**config.mk**
```make
export PLATFORM = sky130hd
export DESIGN_NAME = bus_state_tx
export DESIGN_NICKNAME = d
export VERILOG_FILES = /design/src/rtl/bus_tx_pkg.sv /design/src/rtl/bus_tx_seq.sv /design/src/rtl/bus_tx_encode.sv /design/src/rtl/bus_state_tx.sv
export SDC_FILE = /design/constraint.sdc
export NUM_CORES = 1
export LEC_CHECK = 0
export CORE_AREA = 2 2 39 41
export CTS_BUF_LIST = sky130_fd_sc_hd__clkbuf_4 sky130_fd_sc_hd__clkbuf_8
export CTS_CLUSTER_DIAMETER = 40
export DETAILED_ROUTE_END_ITERATION = 7
export DIE_AREA = 0 0 41 43
export PLACE_DENSITY = 0.57
export SLEW_MARGIN = 20
export SYNTH_ARGS = -nofsm -noshare
export SYNTH_HDL_FRONTEND = slang
export SYNTH_HIERARCHICAL = 1
export SYNTH_SLANG_ARGS = --single-unit
```
**constraint.sdc**
```tcl
create_clock -name clk -period 2.9 [get_ports clk]
set_input_delay 0.58 -clock clk [delete_from_list [all_inputs] [get_ports clk]]
set_output_delay 0.58 -clock clk [all_outputs]
set_load 0.01 [all_outputs]
```
**src/rtl/bus_tx_pkg.sv**
```systemverilog
`timescale 1ns/1ps
package bus_tx_pkg;

    typedef enum logic [2:0] {
        ST_IDLE,
        ST_GAP,
        ST_DATA,
        ST_SE0_A,
        ST_SE0_B,
        ST_EOP_J
    } tx_state_e;

    typedef enum logic [1:0] {
        SYM_OFF,
        SYM_J,
        SYM_K,
        SYM_SE0
    } line_sym_e;

endpackage

```
**src/rtl/bus_tx_seq.sv**
```systemverilog
`timescale 1ns/1ps
module bus_tx_seq
    import bus_tx_pkg::*;
#(
    parameter int GAP_BITS = 1
) (
    input  logic      clk,
    input  logic      rst_n,
    input  logic      bit_stb,
    input  logic      pkt_valid,
    input  logic      pkt_bit,
    input  logic      low_speed,
    input  logic      keepalive_req,
    output line_sym_e sym,
    output logic      ls_pol
);

    localparam int GW = $clog2(GAP_BITS + 1);
    localparam logic [GW-1:0] GAP_ONE  = GW'(1);
    localparam logic [GW-1:0] GAP_INIT = GW'(GAP_BITS);

    typedef struct packed {
        tx_state_e       state;
        line_sym_e       sym;
        logic            ls;
        logic [GW-1:0]   gap;
    } seq_t;

    seq_t r_d, r_q;

    always_comb begin
        r_d = r_q;
        if (bit_stb) begin
            unique case (r_q.state)
                ST_IDLE: begin
                    if (pkt_valid) begin
                        r_d.state = ST_DATA;
                        r_d.sym   = SYM_K;
                        r_d.ls    = low_speed;
                    end else if (keepalive_req) begin
                        r_d.state = ST_SE0_A;
                        r_d.sym   = SYM_SE0;
                        r_d.ls    = 1'b1;
                    end
                end
                ST_DATA: begin
                    if (pkt_valid) begin
                        r_d.sym = pkt_bit ? SYM_J : SYM_K;
                    end else begin
                        r_d.state = ST_SE0_A;
                        r_d.sym   = SYM_SE0;
                    end
                end
                ST_SE0_A: begin
                    r_d.state = ST_SE0_B;
                    r_d.sym   = SYM_SE0;
                end
                ST_SE0_B: begin
                    r_d.state = ST_EOP_J;
                    r_d.sym   = SYM_J;
                end
                ST_EOP_J: begin
                    r_d.state = ST_GAP;
                    r_d.sym   = SYM_OFF;
                    r_d.gap   = GAP_INIT;
                end
                ST_GAP: begin
                    if (r_q.gap <= GAP_ONE) begin
                        r_d.state = ST_IDLE;
                        r_d.gap   = '0;
                    end else begin
                        r_d.gap = r_q.gap - GAP_ONE;
                    end
                end
                default: begin
                    r_d.state = ST_IDLE;
                    r_d.sym   = SYM_OFF;
                end
            endcase
        end
    end

    always_ff @(posedge clk) begin
        if (!rst_n) begin
            r_q.state <= ST_IDLE;
            r_q.sym   <= SYM_OFF;
            r_q.ls    <= 1'b0;
            r_q.gap   <= '0;
        end else begin
            r_q <= r_d;
        end
    end

    assign sym    = r_q.sym;
    assign ls_pol = r_q.ls;

endmodule

```
**src/rtl/bus_tx_encode.sv**
```systemverilog
`timescale 1ns/1ps
module bus_tx_encode
    import bus_tx_pkg::*;
(
    input  line_sym_e sym,
    input  logic      ls_pol,
    output logic      dp,
    output logic      dm,
    output logic      oe
);

    always_comb begin
        dp = 1'b0;
        dm = 1'b0;
        oe = 1'b0;
        unique case (sym)
            SYM_J: begin
                dp = ~ls_pol;
                dm = ls_pol;
                oe = 1'b1;
            end
            SYM_K: begin
                dp = ls_pol;
                dm = ~ls_pol;
                oe = 1'b1;
            end
            SYM_SE0: begin
                oe = 1'b1;
            end
            default: begin
                oe = 1'b0;
            end
        endcase
    end

endmodule

```
**src/rtl/bus_state_tx.sv**
```systemverilog
`timescale 1ns/1ps
module bus_state_tx
    import bus_tx_pkg::*;
#(
    parameter int GAP_BITS = 1
) (
    input  logic clk,
    input  logic rst_n,
    input  logic bit_stb,
    input  logic pkt_valid,
    input  logic pkt_bit,
    input  logic low_speed,
    input  logic keepalive_req,
    output logic dp,
    output logic dm,
    output logic oe
);

    line_sym_e cur_sym;
    logic      cur_ls;

    bus_tx_seq #(
        .GAP_BITS (GAP_BITS)
    ) u_seq (
        .clk           (clk),
        .rst_n         (rst_n),
        .bit_stb       (bit_stb),
        .pkt_valid     (pkt_valid),
        .pkt_bit       (pkt_bit),
        .low_speed     (low_speed),
        .keepalive_req (keepalive_req),
        .sym           (cur_sym),
        .ls_pol        (cur_ls)
    );

    bus_tx_encode u_enc (
        .sym    (cur_sym),
        .ls_pol (cur_ls),
        .dp     (dp),
        .dm     (dm),
        .oe     (oe)
    );

endmodule

```
# == Yosys cells after proc, flatten, opt, wreduce, memory -nomap -nowiden ==
# Cells that the tools add are included.
# totals
word_cells,40
in_bits,7
ff_bits,7
# op_classes
bitwise,2
n_lt_le_gt_ge,1
reduce_logical,8
muxes,13
addsub,1
eq_ne,11
# op_table
operator,n
$pmux 3 s6,1
$mux 6,2
$pmux 2 s5,1
$eq 3x2->1 const B,2
$eq 3x3->1 const B,2
$mux 3,2
$pmux 1 s2,3
$reduce_and 3->1,2
$eq 2x2->1 const B,2
$mux 2,2
$reduce_and 4->1,1
$reduce_bool 2->1,2
$eq 3x1->1 const B,1
$logic_not 3->1,1
$ne 3x3->1 const B,1
$reduce_or 3->1,1
$eq 2x1->1 const B,1
$mux 1,2
$ne 2x1->1 const B,1
$ne 2x2->1 const B,1
$not 1->1,2
$reduce_and 2->1,1
$le 1x1->1 const B,1
$sub 1x1->1 const B,1

# == Longest topological paths before layout ==
# logic_depth
ltp_word,3
mapped_depth,6
depth_no_buf,5

# == Cells and area by module ==
# Netlist, hierarchy kept.
# modules_own_cells
mod,area_per_inst_um2,cells_per_inst,instances,seq_area_each_um2
bus_tx_seq,422.9,51,1,120.1
bus_tx_encode,40.0,5,1,0.0

# == Least setup slack after synthesis ==
# Ideal clock, no wire load.
# synth_path
kind,reg-to-reg
start,reg u_seq/r_q[5] (netlist name)
end,reg u_seq/r_q[4] (netlist name)
setup_slack_ns,1.386
stages_incl_launch_ff,7
required_time_ns,2.831
path_buffers,1
arrival_time_ns,1.446
period_less_slack_ns,1.514
setup_ns,0.069
cell_sequence,dfxtp_1 buf_2 inv_1 ha_1 a2111oi_0 a31oi_1 o21ai_1
# synth_between
elab_chain_len,3
# synth_lines
element,line_no,text
start: declaration,bus_tx_seq.sv:29,"seq_t r_d, r_q;"
start signal: assignment,bus_tx_seq.sv:90,r_q <= r_d;
"$eq 3x1->1, or another cell as far along",bus_tx_seq.sv:34,unique case (r_q.state)
"$ne 2x1->1 (no line), or another cell as far along",--,
$reduce_and 4->1 (no line),--,
# Parallel ways exist; a longest one is shown, timed or not.
# A chain may end at the register's enable or synchronous reset.

# == Worst setup path in the final report ==
# layout_path
start,"reg, netlist name u_seq/sym[0]"
end,out dm
# layout_between
elab_chain_len,2
# layout_lines
element,line_no,text
$eq 2x2->1 / $eq 2x1->1 (equally long branches),bus_tx_encode.sv:16,unique case (sym)
$pmux 1 s2 (*),bus_tx_encode.sv:16,
end: declaration,bus_state_tx.sv:15,"output logic dm,"
# Every way passes the cells marked *; elsewhere a longest branch is shown, timed or not.

==> results.md <==
- IO Port Bufs: 9
- CP Max Fanout: 4
- Worst r2r path cells: 5
- FF-to-FF End: u_seq/r_q[4]
- Worst Skew: 4.99 ps
- Crit Path Class: flop to output pin
- Post-synth top area share: 25.9%
- Die area: 0.00176 mm2
- Setup crit end kind: output pin
- Synth area leaders: dfxtp_1 (26%), mux2i_1 (6.5%), o21ai_0 (5.4%)
- Post-CTS setup buffer count: 0
- Max Buffers Root-to-Sink: 2
- Ys Warns: 6
- Inserted Clock Buffers: 3
- CTS tree: done
- VDD IR max: 0.315 mV
- Status: finished, final reports clean
- I/O pin count: 10
- Mapped Area: 463 um2
- Final setup violation count: 0
- Hold Crit Start: u_seq/sym[0]
- Post-route minimum period: 2080 ps
- Layout cells sized above 1: 11.1%
- R2R Path Start: u_seq/r_q[5]
- Avg WL per Cell: 11.6 um
- CP arrival: 1500 ps
- Max-Slew Margin vs Limit: between 70% and 80%
- Seq/Total Area, Yosys: roughly a quarter
- Worst Hold Path Cells: 2
- Worst Setup Start Kind: flop
- WHS Endpoint: u_seq/sym[0]
- Hold_buf cts: 0
- Final period util: 71.8%
- Post-CTS Resized: 0
- CTS sink cnt: 6
- Setup TNS Final: 0 ps
- Clock root buffer: clkbuf_4
- Congestion Overflow GR: 0
- Netlist cell types: 31
- Post-DP HPWL: 720 um
- Starting Density: 33.5%
- Routability Congestion: ~0.83
- Pre-antenna DRT Iters: 3
- Number of flops mapped to enable cells by yosys: 0
- P per Cell Area: 426 mW/mm2
- Worst-path clk slew: 40 ps
- Vias in the first global route: 385
- Asr flop ratio synth: 0%
- FF-to-FF setup slack: between 1000 and 1500 ps
- Leading area contributor after synthesis: dfxtp_1
- Avg Cell Area, Syn: 8.27 um2
- H-Tree Depth: 1
- First-pass GRT wire length: 1.61 mm
- Row Count: 14
- Synth Flop Type: dfxtp_1
- Yosys reg bits: 6
- Worst EP required: 2320 ps
- DRT Wirelength: about 920 um
- Max-cap viol count: 0
- Measured slew at the worst slew-check pin: 356 ps
- Via count: 421
- Core area: approximately 0.0014 mm2
- Static Leakage: approximately 0.20 nW
- ANT nets after route: 0
- Pins over their slew limit: 0
- Final Hold Viols: 0
- Clock Latency Late Sink: 240 ps
- Initial antenna violation count: 0
- Max Clk Rate: 0.480 GHz
- Top cells by count, synth: dfxtp_1 (6), o21ai_0 (5), nand2_1 (4)
- Largest net degree at the start of global routing: 14
- Syn Nets: 64
- DRC: 0
- RSZ-0062 raised after global routing: false
- # nets final: 73
- N_diodes: 0
- Layout area overhead: 20.8%
- Most common cell in the netlist: dfxtp_1
- Filler Cells Inserted: 149
- GR Util All Layers: roughly 14%
- Cell count after synthesis: 56
- Die X: between 40 and 50 um
- Die Y: 43 um
- Hold Crit Class: flop to flop
- Drt initial violations: 12
- Vias/cell: 5.33
- Power Total: 0.000238 W
cell families after synthesis:
kind of cell | Yosys count | share of synthesized area [%]
compound gates | 20 | 30.3
fa+ha+maj | 1 | 2.70
buf+inv | 7 | 9.46
flops | 6 | 25.9
mux | 3 | 6.49
simple gates | 19 | 25.1
power breakdown:
| part | leakage, nW | internal, W | switching (W) |
|---|---|---|---|
| clock | 0.0138 | 0.0000466 | 0.0000279 |
| sequential | 0.0494 | 0.0000892 | 0.00000993 |
| combinational | 0.133 | 0.0000384 | 0.0000261 |
sequential cells by signal (all words and copies together), names as in the netlist:
signal	cells
u_seq/sym	2
u_seq/r_q	3
u_seq/ls_pol	1
metrics by stage:
step	cells	hold WS (ps)	cell area, um2	utilization, %	setup slack [ps]
3_3_place_gp	76	462	537	38.8	962
2_1_floorplan	56	435	463	-	1390
4_1_cts	79	479	559	40.4	793
3_5_place_dp	76	471	537	38.8	978
5_1_grt	79	489	559	40.4	695
6_report	79	472	559	40.4	819
area by class of cell:
type	count	area (um2)	share of cell area [%]
well taps	16	20.0	3.58
inverters	2	7.51	1.34
flip-flops and latches	6	120	21.5
repair buffers	9	90.1	16.1
multi-input cells	43	299	53.5
clock buffers	3	22.5	4.03
critical path: stages (launching register included):
cell,delay (ps)
dfxtp_1,340
or2b_1,250
mux2i_1,130
clkdlybuf4s50_1,550
worst max path at each step:
stage                            start      endpoint  slack (ps)
after floorplan           u_seq/r_q[5]  u_seq/r_q[4]        1390
final                     u_seq/sym[0]            dm         820
after CTS                 u_seq/sym[0]            dm         790
after detailed placement     pkt_valid  u_seq/sym[1]         980
after global routing      u_seq/sym[0]            dm         690
after global placement       pkt_valid  u_seq/sym[1]         960
routing by layer:
layer | track usage (%) | part of all wire (%)
met1 | 17.2 | 48
met4 | 4.00 | 0
met2 | 18.8 | 47
met5 | 0 | 0
met3 | 9.42 | 5.6
layout by cell type (no fill, tap or decap), drive strengths merged:
| master | n |
|---|---|
| a2111oi | 1 |
| a21boi | 2 |
| a21oi | 1 |
| a31o | 1 |
| a31oi | 1 |
| and2b | 1 |
| clkbuf | 3 |
| clkdlybuf4s50 | 9 |
| dfxtp | 6 |
| ha | 1 |
| inv | 2 |
| mux2i | 3 |
| nand2 | 4 |
| nand2b | 3 |
| nand3 | 1 |
| nand4b | 2 |
| nor2 | 2 |
| nor3 | 1 |
| o2111ai | 2 |
| o211ai | 1 |
| o21a | 2 |
| o21ai | 6 |
| o311a | 1 |
| o311ai | 1 |
| o31ai | 1 |
| or2 | 2 |
| or2b | 1 |
| or3 | 1 |
| or3b | 1 |
Note: power is estimated with default switching activity, not from simulation.
